--- src/rtl/prns_pkg.sv ---
package prns_pkg;

  typedef enum logic [1:0] {
    OP_ADD  = 2'b00,
    OP_SUB  = 2'b01,
    OP_MUL  = 2'b10,
    OP_LOAD = 2'b11
  } prns_op_e;

  // Index of the highest set bit of a modulus polynomial.
  function automatic int poly_deg(input logic [31:0] p);
    int d;
    d = 0;
    for (int i = 0; i < 32; i++) begin
      if (p[i]) d = i;
    end
    return d;
  endfunction

endpackage

--- src/rtl/prns_channel.sv ---
module prns_channel #(
  parameter int          RW  = 5,
  parameter logic [RW:0] MOD = 6'h25
) (
  input  logic          clk,
  input  logic          rst,
  input  logic          start_conv,
  input  logic          conv_step,
  input  logic          conv_last,
  input  logic          conv_bit,
  input  logic          arith_en,
  input  logic          is_mul,
  input  logic [RW-1:0] operand,
  output logic [RW-1:0] res
);
  localparam int          DEG  = prns_pkg::poly_deg(32'(MOD));
  localparam logic [RW-1:0] MASK = RW'((32'd1 << DEG) - 32'd1);

  logic [RW-1:0] acc_q, part_q;
  logic [RW-1:0] step_nxt, opnd_m, arith_nxt;

  // One shift-and-XOR reduction step: bring in the next input bit.
  function automatic logic [RW-1:0] red_step(input logic [RW-1:0] r, input logic b);
    logic [RW:0] t;
    t = {r, b};
    if (t[DEG]) t = t ^ MOD;
    return t[RW-1:0];
  endfunction

  // Carry-less product, then reduction modulo MOD from the top bit down.
  function automatic logic [RW-1:0] mul_mod(input logic [RW-1:0] a, input logic [RW-1:0] b);
    logic [2*RW-1:0] p;
    logic [2*RW-1:0] m;
    p = '0;
    m = {{(RW-1){1'b0}}, MOD};
    for (int i = 0; i < RW; i++) begin
      if (b[i]) p = p ^ ({{RW{1'b0}}, a} << i);
    end
    for (int k = 2*RW-1; k >= DEG; k--) begin
      if (p[k]) p = p ^ (m << (k - DEG));
    end
    return p[RW-1:0];
  endfunction

  assign opnd_m    = operand & MASK;
  assign step_nxt  = red_step(part_q, conv_bit);
  assign arith_nxt = is_mul ? mul_mod(acc_q, opnd_m) : (acc_q ^ opnd_m);

  always_ff @(posedge clk) begin
    if (rst) begin
      acc_q  <= '0;
      part_q <= '0;
    end else if (start_conv) begin
      part_q <= '0;
    end else if (conv_step) begin
      if (conv_last) acc_q  <= step_nxt;
      else           part_q <= step_nxt;
    end else if (arith_en) begin
      acc_q <= arith_nxt;
    end
  end

  assign res = acc_q;
endmodule

--- src/rtl/prns_ctrl.sv ---
module prns_ctrl #(
  parameter int IN_W = 16
) (
  input  logic            clk,
  input  logic            rst,
  input  logic            in_valid,
  input  logic [1:0]      in_op,
  input  logic [IN_W-1:0] in_word,
  output logic            start_conv,
  output logic            arith_en,
  output logic            is_mul,
  output logic            busy,
  output logic            conv_last,
  output logic            conv_bit,
  output logic            done
);
  import prns_pkg::*;
  localparam int CW = $clog2(IN_W);

  logic [CW-1:0]   cnt_q;
  logic [IN_W-1:0] sh_q;
  logic            busy_q, done_q;
  logic            accept;
  prns_op_e        op;

  assign op         = prns_op_e'(in_op);
  assign accept     = in_valid && !busy_q;
  assign start_conv = accept && (op == OP_LOAD);
  assign arith_en   = accept && (op != OP_LOAD);
  assign is_mul     = (op == OP_MUL);
  assign conv_last  = busy_q && (cnt_q == '0);
  assign conv_bit   = sh_q[IN_W-1];

  always_ff @(posedge clk) begin
    if (rst) begin
      busy_q <= 1'b0;
      cnt_q  <= '0;
      sh_q   <= '0;
      done_q <= 1'b0;
    end else begin
      done_q <= arith_en || conv_last;
      if (start_conv) begin
        busy_q <= 1'b1;
        cnt_q  <= CW'(IN_W - 1);
        sh_q   <= in_word;
      end else if (busy_q) begin
        sh_q  <= {sh_q[IN_W-2:0], 1'b0};
        cnt_q <= cnt_q - 1'b1;
        if (cnt_q == '0) busy_q <= 1'b0;
      end
    end
  end

  assign busy = busy_q;
  assign done = done_q;
endmodule

--- src/rtl/prns_unit.sv ---
module prns_unit #(
  parameter int                      NUM_CH    = 3,
  parameter int                      RW        = 5,
  parameter int                      IN_W      = 16,
  parameter logic [NUM_CH*(RW+1)-1:0] MOD_POLYS = {6'h25, 6'h13, 6'h0B}
) (
  input  logic                 clk,
  input  logic                 rst,
  input  logic                 in_valid,
  input  logic [1:0]           in_op,
  input  logic [IN_W-1:0]      in_word,
  output logic [NUM_CH*RW-1:0] res_vec,
  output logic                 done
);
  logic busy_w, start_conv_w, arith_en_w, is_mul_w, conv_last_w, conv_bit_w;

  prns_ctrl #(.IN_W(IN_W)) u_ctrl (
    .clk       (clk),
    .rst       (rst),
    .in_valid  (in_valid),
    .in_op     (in_op),
    .in_word   (in_word),
    .start_conv(start_conv_w),
    .arith_en  (arith_en_w),
    .is_mul    (is_mul_w),
    .busy      (busy_w),
    .conv_last (conv_last_w),
    .conv_bit  (conv_bit_w),
    .done      (done)
  );

  for (genvar i = 0; i < NUM_CH; i++) begin : g_ch
    prns_channel #(
      .RW (RW),
      .MOD(MOD_POLYS[i*(RW+1) +: RW+1])
    ) u_ch (
      .clk       (clk),
      .rst       (rst),
      .start_conv(start_conv_w),
      .conv_step (busy_w),
      .conv_last (conv_last_w),
      .conv_bit  (conv_bit_w),
      .arith_en  (arith_en_w),
      .is_mul    (is_mul_w),
      .operand   (in_word[i*RW +: RW]),
      .res       (res_vec[i*RW +: RW])
    );
  end
endmodule

--- config.mk ---
export PLATFORM = sky130hd
export DESIGN_NAME = prns_unit
export DESIGN_NICKNAME = d
export VERILOG_FILES = /design/src/rtl/prns_pkg.sv /design/src/rtl/prns_channel.sv /design/src/rtl/prns_ctrl.sv /design/src/rtl/prns_unit.sv
export SDC_FILE = /design/constraint.sdc
export NUM_CORES = 1
export LEC_CHECK = 0
export BUFFER_PORTS_ARGS = -buffer_cell sky130_fd_sc_hd__clkbuf_2
export CAP_MARGIN = 15
export CORE_ASPECT_RATIO = 1.1
export CORE_MARGIN = 3
export CORE_UTILIZATION = 35
export CTS_CLUSTER_SIZE = 28
export DETAILED_ROUTE_END_ITERATION = 10
export PLACE_DENSITY_LB_ADDON = 0.2
export RECOVER_POWER = 50
export SLEW_MARGIN = 20
export SYNTH_ARGS = -nofsm -noshare
export SYNTH_HDL_FRONTEND = slang
export SYNTH_SLANG_ARGS = --single-unit
--- constraint.sdc ---
create_clock -name clk -period 2.25 [get_ports clk]
set_clock_uncertainty 0.1 [all_clocks]
set_input_delay 0.3375 -clock clk [delete_from_list [all_inputs] [get_ports clk]]
set_output_delay 0.3375 -clock clk [all_outputs]
set_load 0.02 [all_outputs]
# After elaboration in Yosys (flattened, before gate mapping)
# Cells that the tools add are included.
# W data, S select, Z words.
dict set report totals {
  ff_bits 50
  inputBits 21
  output_inout_bits 16
  elab_cells 114
}
dict set report classes {
  n_addsub 1
  eq_ne 4
  n_mux 52
  bitwise_logic 35
  reduce_logical 12
}
# op n
set op_table {}
lappend op_table {{$mux W5} 21}
lappend op_table {{$mux W10} 9}
lappend op_table {{$mux W16} 2}
lappend op_table {{$not A2 Y2} 16}
lappend op_table {{$xor A10 B6 Y10} 3}
lappend op_table {{$xor A10 B7 Y10} 3}
lappend op_table {{$mux W4} 7}
lappend op_table {{$mux W7} 3}
lappend op_table {{$xor A10 B8 Y10} 2}
lappend op_table {{$mux W6} 3}
lappend op_table {{$not A3 Y3} 5}
lappend op_table {{$xor A10 B9 Y10} 1}
lappend op_table {{$mux W3} 3}
lappend op_table {{$mux W8} 1}
lappend op_table {{$xor A5 B3 Y5} 1}
lappend op_table {{$xor A5 B4 Y5} 1}
lappend op_table {{$xor A5 B5 Y5} 1}
lappend op_table {{$eq A2 B2 Y1 const B} 2}
lappend op_table {{$logic_and A1 B1 Y1} 4}
lappend op_table {{$logic_not A4 Y1} 1}
lappend op_table {{$reduce_bool A2 Y1} 2}
lappend op_table {{$sub A4 B1 Y4 const B} 1}
lappend op_table {{$mux W1} 3}
lappend op_table {{$reduce_and A3 Y1} 1}
lappend op_table {{7 further kinds} 8}

# Longest topological paths before layout
# Gate-level depths: netlist of run 1.
dict set report depth {
  word_depth 22
  ltp_mapped 9
  ltp_nobuf 8
}

# Hierarchy
# A second synthesis of run 1 with hierarchy kept.
dict set report hier_totals {
  hier_cells 392
  area_unflattened_um2 3251.9
}
# mod instances cells_per_inst area_per_inst_um2 seq_area_each_um2
set modules_own_cells {}
lappend modules_own_cells {{prns_channel (g_ch[2].u_ch)} 1 122 1021.0 200.2}
lappend modules_own_cells {prns_ctrl 1 101 912.1 440.4}
lappend modules_own_cells {{prns_channel (g_ch[1].u_ch)} 1 94 737.0 160.2}
lappend modules_own_cells {{prns_channel (g_ch[0].u_ch)} 1 75 581.8 120.1}

# Least setup slack after synthesis of run 1
# No wires, ideal clock.
dict set report synth_path {
  kind {reg-to-reg}
  startpoint {reg g_ch[2].u_ch.acc_q[2]}
  endpoint {reg g_ch[2].u_ch.acc_q[1]}
  setup_ps 123
  t_arrival_ps 1876
  slack_ps 151
  stages_incl_launch_ff 8
  n_path_buf 1
  synth_period_minus_slack_ps 2099
  path_cell_list {dfxtp_1 > buf_2 > nand2_1 > xnor3_2 > mux2_1 > o221ai_2 > a2111oi_2 > o21ai_1}
}
dict set report synth_between {
  elab_chain_len 9
}
# item line
set synth_lines {}
lappend synth_lines {{from (decl)} prns_channel.sv:19} ;# logic [RW-1:0] acc_q, part_q;
lappend synth_lines {{from (signal assigned)} prns_channel.sv:56} ;# if (conv_last) acc_q <= step_nxt;
lappend synth_lines {{from (signal assigned)} prns_channel.sv:59} ;# acc_q <= arith_nxt;
lappend synth_lines {{$xor A10 B9 Y10 *} prns_channel.sv:37} ;# if (b[i]) p = p ^ ({{RW{1'b0}}, a} << i);
lappend synth_lines {{$mux W10 *} prns_channel.sv:37}
lappend synth_lines {{$not A2 Y2 (no line)} n/a}
lappend synth_lines {{$mux W7 *} prns_channel.sv:40} ;# if (p[k]) p = p ^ (m << (k - DEG));
lappend synth_lines {{$mux W4 *} prns_channel.sv:40}
lappend synth_lines {{$mux W3 *} prns_channel.sv:40}
lappend synth_lines {{$mux W5 *} prns_channel.sv:47} ;# assign arith_nxt = is_mul ? mul_mod(acc_q, opnd_m) : (acc_q ^ opnd_m);
lappend synth_lines {{$mux W5 *} prns_channel.sv:58} ;# end else if (arith_en) begin
lappend synth_lines {{$mux W5 *} prns_channel.sv:55} ;# end else if (conv_step) begin
# Mark *: on every way between the ends. The rest lies on a longest branch, timed or not. The select of a mux whose other input is x is not followed.
# A chain may end at the register's enable or synchronous reset.

# Worst setup path in the final report of run 1
# Ends and elaborated chain as after synthesis.

==> results of run 1 <==
==> final cells by class <==
| class | instances | area, sq um | area share (%) |
|---|---|---|---|
| timing repair buffer | 49 | 254 | 7.64 |
| tap | 108 | 135 | 4.06 |
| inverter | 4 | 15.0 | 0.451 |
| clock inverter | 2 | 13.8 | 0.414 |
| clock buffer | 6 | 72.6 | 2.18 |
| multi-input combinational | 300 | 1910 | 57.6 |
| sequential | 46 | 921 | 27.7 |
==> path summary, 6_finish.rpt <==
kind / to
hold / removal: u_ctrl.sh_q[3]$_SDFFE_PP0P_
hold reg to reg: u_ctrl.sh_q[4]$_SDFFE_PP0P_
setup reg to reg: g_ch[2].u_ch.res[1]$_SDFFE_PP0P_
setup / recovery: g_ch[2].u_ch.res[1]$_SDFFE_PP0P_
==> layer usage <==
metal	up-vias	track usage, %	wire length [um]
met3	8	2.26	178
met1	1253	20.9	3560
li1	1354	-	-
met4	0	4.22	87
met5	-	0	0
met2	24	27.6	3690
==> power by group <==
| group | switching [mW] | internal, mW |
|---|---|---|
| sequential | 0.0609 | 0.856 |
| clock | 0.278 | 0.220 |
| combinational | 0.321 | 0.267 |
==> cell usage in the layout, fill, tap and decap left out, drive strengths merged, types with 2 or more instances in the layout <==
cell     count
a2111oi      2
a211oi       7
a21oi       38
a22oi       15
and2         2
and3         5
buf         11
clkbuf      44
clkinv       2
conb         3
dfxtp       46
ha           5
inv          4
mux2         2
mux2i        9
nand2       73
nand2b       7
nand3        3
nand4        2
nor2        32
nor2b        2
nor3         5
nor3b        2
nor4         3
o211ai       3
o21a         3
o21ai       13
o22ai        2
or3          2
xnor2       27
xnor3        7
xor2        16
==> worst register-to-register path, stage by stage, from the launching register on <==
cell and delay, ns:
dfxtp_1 0.46, nand2_1 0.14, xnor3_2 0.46, mux2_1 0.25, o221ai_2 0.10, a2111oi_2 0.37, o21ai_1 0.08
==> kinds of logic (layout without fill, tap and decap cells) <==
family / count (synthesis) / count (layout) / share of synthesized area (%)
compound gates: 92 / 92 / 19.7
xor+xnor: 50 / 50 / 17.9
fa+ha+maj: 5 / 5 / 2.09
buf+inv: 37 / 61 / 5.32
flops: 46 / 46 / 30.8
mux: 11 / 11 / 3.77
other cells: 1 / 3 / 0.126
simple gates: 139 / 139 / 20.2
==> sequential cells by signal (all words and copies together), names as in the netlist <==
| name | cells |
|---|---|
| u_ctrl.done | 1 |
| u_ctrl.sh_q | 16 |
| u_ctrl.cnt_q | 4 |
| g_ch.u_ch.res | 12 |
| g_ch.u_ch.part_q | 12 |
| u_ctrl.busy | 1 |
==> per-stage QoR <==
step	setup WS, ns	hold WS [ns]	instance area [sq um]
4_1_cts	0.173	0.203	3360
5_1_grt	0.0418	0.216	3330
3_3_place_gp	0.214	0.344	3270
3_5_place_dp	0.186	0.347	3270
2_1_floorplan	0.151	0.337	2990
6_report	0.195	0.213	3330
==> run_results.csv, run 1 <==
group,metric,value,unit
layout,nets,432,
route,drc,0,
route,routed_wl,7520,um
layout,fin_cells,515,
synth,netlist.area_leader.share,30.8,%
power,ir_worst_vdd,0.000226,V
route,wire_per_inst,14.6,um
layout,antenna_cells,0,
place,io_buffers,33,
place,dp_cells,507,
setup_path,reg2reg_slack,0.19,ns
sta,slew_headroom,27.4,%
min_path,holdPathStages,3,
route,vias_per_cell,5.12,
setup_path,cp.depth,6,
synth,synth_commonest_cells,"72 x nand2_1, 46 x dfxtp_1, 38 x a21oi_1",
grt,grt_antenna_before_repair,0,
min_path,worstHoldStart,"in_word[3]",
place,hpwl,5490,um
setup_path,cp.arrival,2.14,ns
sta,clock.fmax,0.487,GHz
grt,grt_pass1_vias,2383,
job,cap_viol_max_count,0,
route,vias,2639,
setup_path,start_kind,"flip-flop",
power,fin_total_pwr,2.00,mW
grt,grt_pass1_wl,12200,um
synth,synth_seq_area_share,30.8,%
setup_path,critPathTopFamily,"compound AO/OA/AOI/OAI gates",
sta,slew_viol_final,0,
synth,synth_flop_cell,"dfxtp_1",
sta,worst_pin_slew,1.09,ns
setup_path,crit_start,"g_ch[2].u_ch.res[2]$_SDFFE_PP0P_",
setup_path,crit_fanout,6,
clock_tree,cts_tree,"done",
clock_tree,ctsResizeCount,0,
sta,timing.final.crit_share,91.3,%
synth,ys_top_cells_by_area,"dfxtp_1 31%, nand2_1 9.0%, xnor2_1 7.9%",
clock_tree,clockRootBuffer,"clkbuf_8",
route,drt_iter0_drc,141,
synth,synth-edff-count,0,
route,drt-pass1-iter-count,4,
setup_path,critPathKind,"flip-flop to flip-flop",
synth,ys_types,48,
layout,drive_gt1_share,11.3,%
setup_path,critPathMaxStageDelay,0.46,ns
power,pwr_density_cell,602,mW/mm^2
sta,setup_violations,0,
clock_tree,cts_buffers,5,
sta,period_needed,2.06,ns
place,routabilityCongestion,0.796,
grt,gr-total-overflow,0,
synth,synthesis.area,0.00299,sq mm
setup_path,end_kind,"flip-flop",
setup_path,crit_path_top_delay_cell,"dfxtp_1",
setup_path,r2r-start,"g_ch[2].u_ch.res[2]$_SDFFE_PP0P_",
synth,ys_ff_latch,46,
clock_tree,hold_buffers,0,
floorplanning,rows,34,
synth,async_flop_share,0,%
sta,rsz0062_at_grt,"no",
floorplanning,start_util,37.0,%
synth,avgSynthCellArea,7.84,sq um
min_path,hold_path_class,"input port to flip-flop",
clock_tree,cts_sinks,46,
layout,fin_util,41.1,%
layout,nFillCells,866,
power,p_leak,1.31,nW
grt,grt_usage,16.0,%
sta,finalSetupTns,0,ns
synth,yosysMostFrequentCell,"nand2_1",
synth,synthCells,381,
synth,yosys_warnings,0,
setup_path,crit_buf_inv,0,
setup_path,crit_chain,"nand2_1 > xnor3_2 > mux2_1 > o221ai_2 > a2111oi_2 > o21ai_1",
floorplanning,die_area,0.00968,sq mm
synth,synth_top_area_cell,"dfxtp_1",
clock_tree,cts_buffer_depth,2,
clock_tree,htreeDepth,2,
floorplanning,dieHeight,103,um
floorplanning,die_w,94.1,um
grt,grt_max_degree,26,
clock_tree,clkLatencyLatePin,0.30,ns
floorplanning,core,0.00808,sq mm
clock_tree,postCtsSetupRepairBufs,0,
sta,final-hold-violation-count,0,
setup_path,ff2ff_path_depth,6,
setup_path,worstPathRequired,2.34,ns
route,final_antenna_net_count,0,
floorplanning,boundaryPins,37,
layout,syn2layout_area_growth,11.4,%
clock_tree,clkTransAtPathRegs,0.08,ns
run_status,status,"completed",
Note: power is estimated with default switching activity, not from simulation.
==> run 2: changes to the inputs <==
- CORE_UTILIZATION: 35 -> 55
- GPL_TIMING_DRIVEN: default -> 0
==> run 2 against run 1 <==
Power up 1.7%. Highest routed layer unchanged. Largest power group unchanged. First-iteration DRC count up 45%. Count of clock-buffer cells in the layout down 1. Critical path type unchanged. Combinational power up 6.6%.
==> run_results.csv, run 2 (same netlist as run 1, synthesis figures left out) <==
group,metric,value,unit
run_status,status,"completed",
sta,slew_viol_final,0,
grt,grt_usage,23.3,%
route,vias_per_cell,5.56,
layout,drive_gt1_share,10.5,%
sta,setup_violations,0,
floorplanning,boundaryPins,37,
clock_tree,clockRootBuffer,"clkbuf_8",
layout,syn2layout_area_growth,11.3,%
place,routabilityCongestion,0.901,
route,final_antenna_net_count,0,
setup_path,cp_common_cell,"nor2_1",
power,pwr-share-seq,44.0,%
setup_path,r2r-start,"u_ctrl.busy$_SDFF_PP0_",
layout,nets,446,
clock_tree,hold_buffers,0,
grt,grt_antenna_before_repair,0,
layout,seq_area,921,sq um
sta,rsz0062_at_grt,"no",
min_path,hold_path_class,"input port to flip-flop",
power,p_switching,690,uW
clock_tree,htreeDepth,2,
route,routed_wl,7360,um
power,intPower,1.35,mW
grt,grt_pass1_wl,12200,um
setup_path,crit_start,"u_ctrl.busy$_SDFF_PP0_",
grt,use_met3,3.80,%
floorplanning,die_area,0.00635,sq mm
layout,layout_commonest_cell,"nand2_1",
grt,gr-usage-met2,39.1,%
sta,final-hold-violation-count,0,
job,cap_viol_max_count,0,
floorplanning,core,0.00513,sq mm
layout,fin_util,64.7,%
layout,final_cell_mix,"72 x nand2_1, 46 x dfxtp_1, 38 x a21oi_1",
place,hpwl,5400,um
layout,largest_reg_flops,16,
grt,grt_max_degree,16,
power,p_comb_share,30.8,%
clock_tree,clkTransAtPathRegs,0.10,ns
place,io_buffers,29,
layout,top_register,"u_ctrl.sh_q",
clock_tree,clkLatencyLatePin,0.31,ns
clock_tree,cts_buffers,5,
floorplanning,die_w,76.3,um
sta,finalSetupTns,0,ns
setup_path,end_kind,"flip-flop",
route,drc,0,
min_path,worstHoldStart,"in_word[4]",
layout,antenna_cells,0,
setup_path,crit_fanout,10,
setup_path,critPathMaxStageDelay,0.56,ns
clock_tree,cts_buffer_depth,2,
route,drt-pass1-iter-count,7,
grt,gr-total-overflow,0,
setup_path,critPathTopFamily,"simple AND/OR/NAND/NOR gates",
sta,clock.fmax,0.474,GHz
floorplanning,start_util,58.2,%
power,p_leak,1.31,nW
power,ir_worst_vdd,0.000379,V
sta,period_needed,2.11,ns
grt,use_met1,30.4,%
setup_path,start_kind,"flip-flop",
sta,timing.final.crit_share,93.8,%
grt,gr-max-usage-layer,"met2",
power,pwr_density_cell,613,mW/mm^2
layout,nFillCells,488,
setup_path,crit_path_top_delay_cell,"nor2_1",
power,fin_total_pwr,2.04,mW
power,p_clk_share,25.2,%
setup_path,crit_chain,"buf_2 > nand2b_1 > nor2_1 > nor2_1 > a2111oi_0 > and3_1",
route,wire_per_inst,14.9,um
route,vias,2741,
layout,multi_input_area,0.00193,sq mm
setup_path,critPathKind,"flip-flop to flip-flop",
setup_path,cp.arrival,2.20,ns
setup_path,worstPathRequired,2.34,ns
floorplanning,rows,27,
sta,worst_pin_slew,0.700,ns
sta,slew_headroom,53.2,%
clock_tree,cts_sinks,46,
power,switching_share,33.9,%
floorplanning,dieHeight,83.3,um
route,drt_iter0_drc,204,
grt,grt_pass1_vias,2572,
clock_tree,cts_tree,"done",
setup_path,crit_buf_inv,1,
==> run 2: cell count changes in the layout (fill, tap and decap cells not counted), moves of 2 or more <==
cell | previous run | this run
clkbuf_1 | 16 | 35
buf_4 | 11 | 4
clkbuf_2 | 23 | 16
buf_2 | 0 | 6
nor2_1 | 32 | 30
nor2_2 | 0 | 2
==> run 2: routing by layer <==
metal / wire length (um) / up-vias
met3: 372 / 14
met5: 0 / -
met2: 3470 / 77
li1: - / 1379
met1: 3350 / 1271
met4: 170 / 0
==> run 2: path summary, 6_finish.rpt <==
check                                     end  slack [ns]  cells after the start
max          g_ch[2].u_ch.res[3]$_SDFFE_PP0P_        0.14                      6
min               u_ctrl.sh_q[4]$_SDFFE_PP0P_        0.19                      3
max reg2reg  g_ch[2].u_ch.res[3]$_SDFFE_PP0P_        0.14                      6
min reg2reg      u_ctrl.sh_q[11]$_SDFFE_PP0P_        0.36                      2
==> run 2: timing repair <==
| action | 4_1_cts | 5_1_grt |
|---|---|---|
| buffers inserted | 0 | 1 |
| setup endpoints to repair | 0 | 13 |
| gates resized for setup | 0 | 5 |
==> run 2: power by group through the flow <==
| stage | Clock (mW) | Combinational [mW] | Sequential, mW |
|---|---|---|---|
| 2_1_floorplan | 0 | 0.449 | 0.935 |
| 3_3_place_gp | 0 | 0.601 | 0.913 |
| 3_5_place_dp | 0 | 0.612 | 0.914 |
| 4_1_cts | 0.522 | 0.617 | 0.895 |
| 5_1_grt | 0.554 | 0.683 | 0.904 |
| 6_report | 0.514 | 0.627 | 0.897 |
==> run 2: metrics by stage <==
stage	hold WS (ns)	setup slack [ns]	instance area, sq um	std cells
3_3_place_gp	0.341	0.120	3230	484
3_5_place_dp	0.349	0.0771	3230	484
2_1_floorplan	0.337	0.151	2990	383
5_1_grt	0.212	0.00927	3320	493
4_1_cts	0.191	0.106	3320	492
6_report	0.191	0.141	3320	493
==> run 2: worst reg2reg max path, stage by stage (launching register included) <==
cell and delay, ns:
dfxtp_1 0.32, buf_2 0.22, nand2b_1 0.23, nor2_1 0.13, nor2_1 0.56, a2111oi_0 0.22
and3_1 0.23
==> run 2: layout make-up <==
class,instances,area share (%)
multi-input cells,300,58.0
flip-flops and latches,46,27.7
plain buffers,33,4.40
repair buffers,30,4.10
well taps,72,2.71
clock buffers,5,2.07
clock inverters,3,0.565
inverters,4,0.452
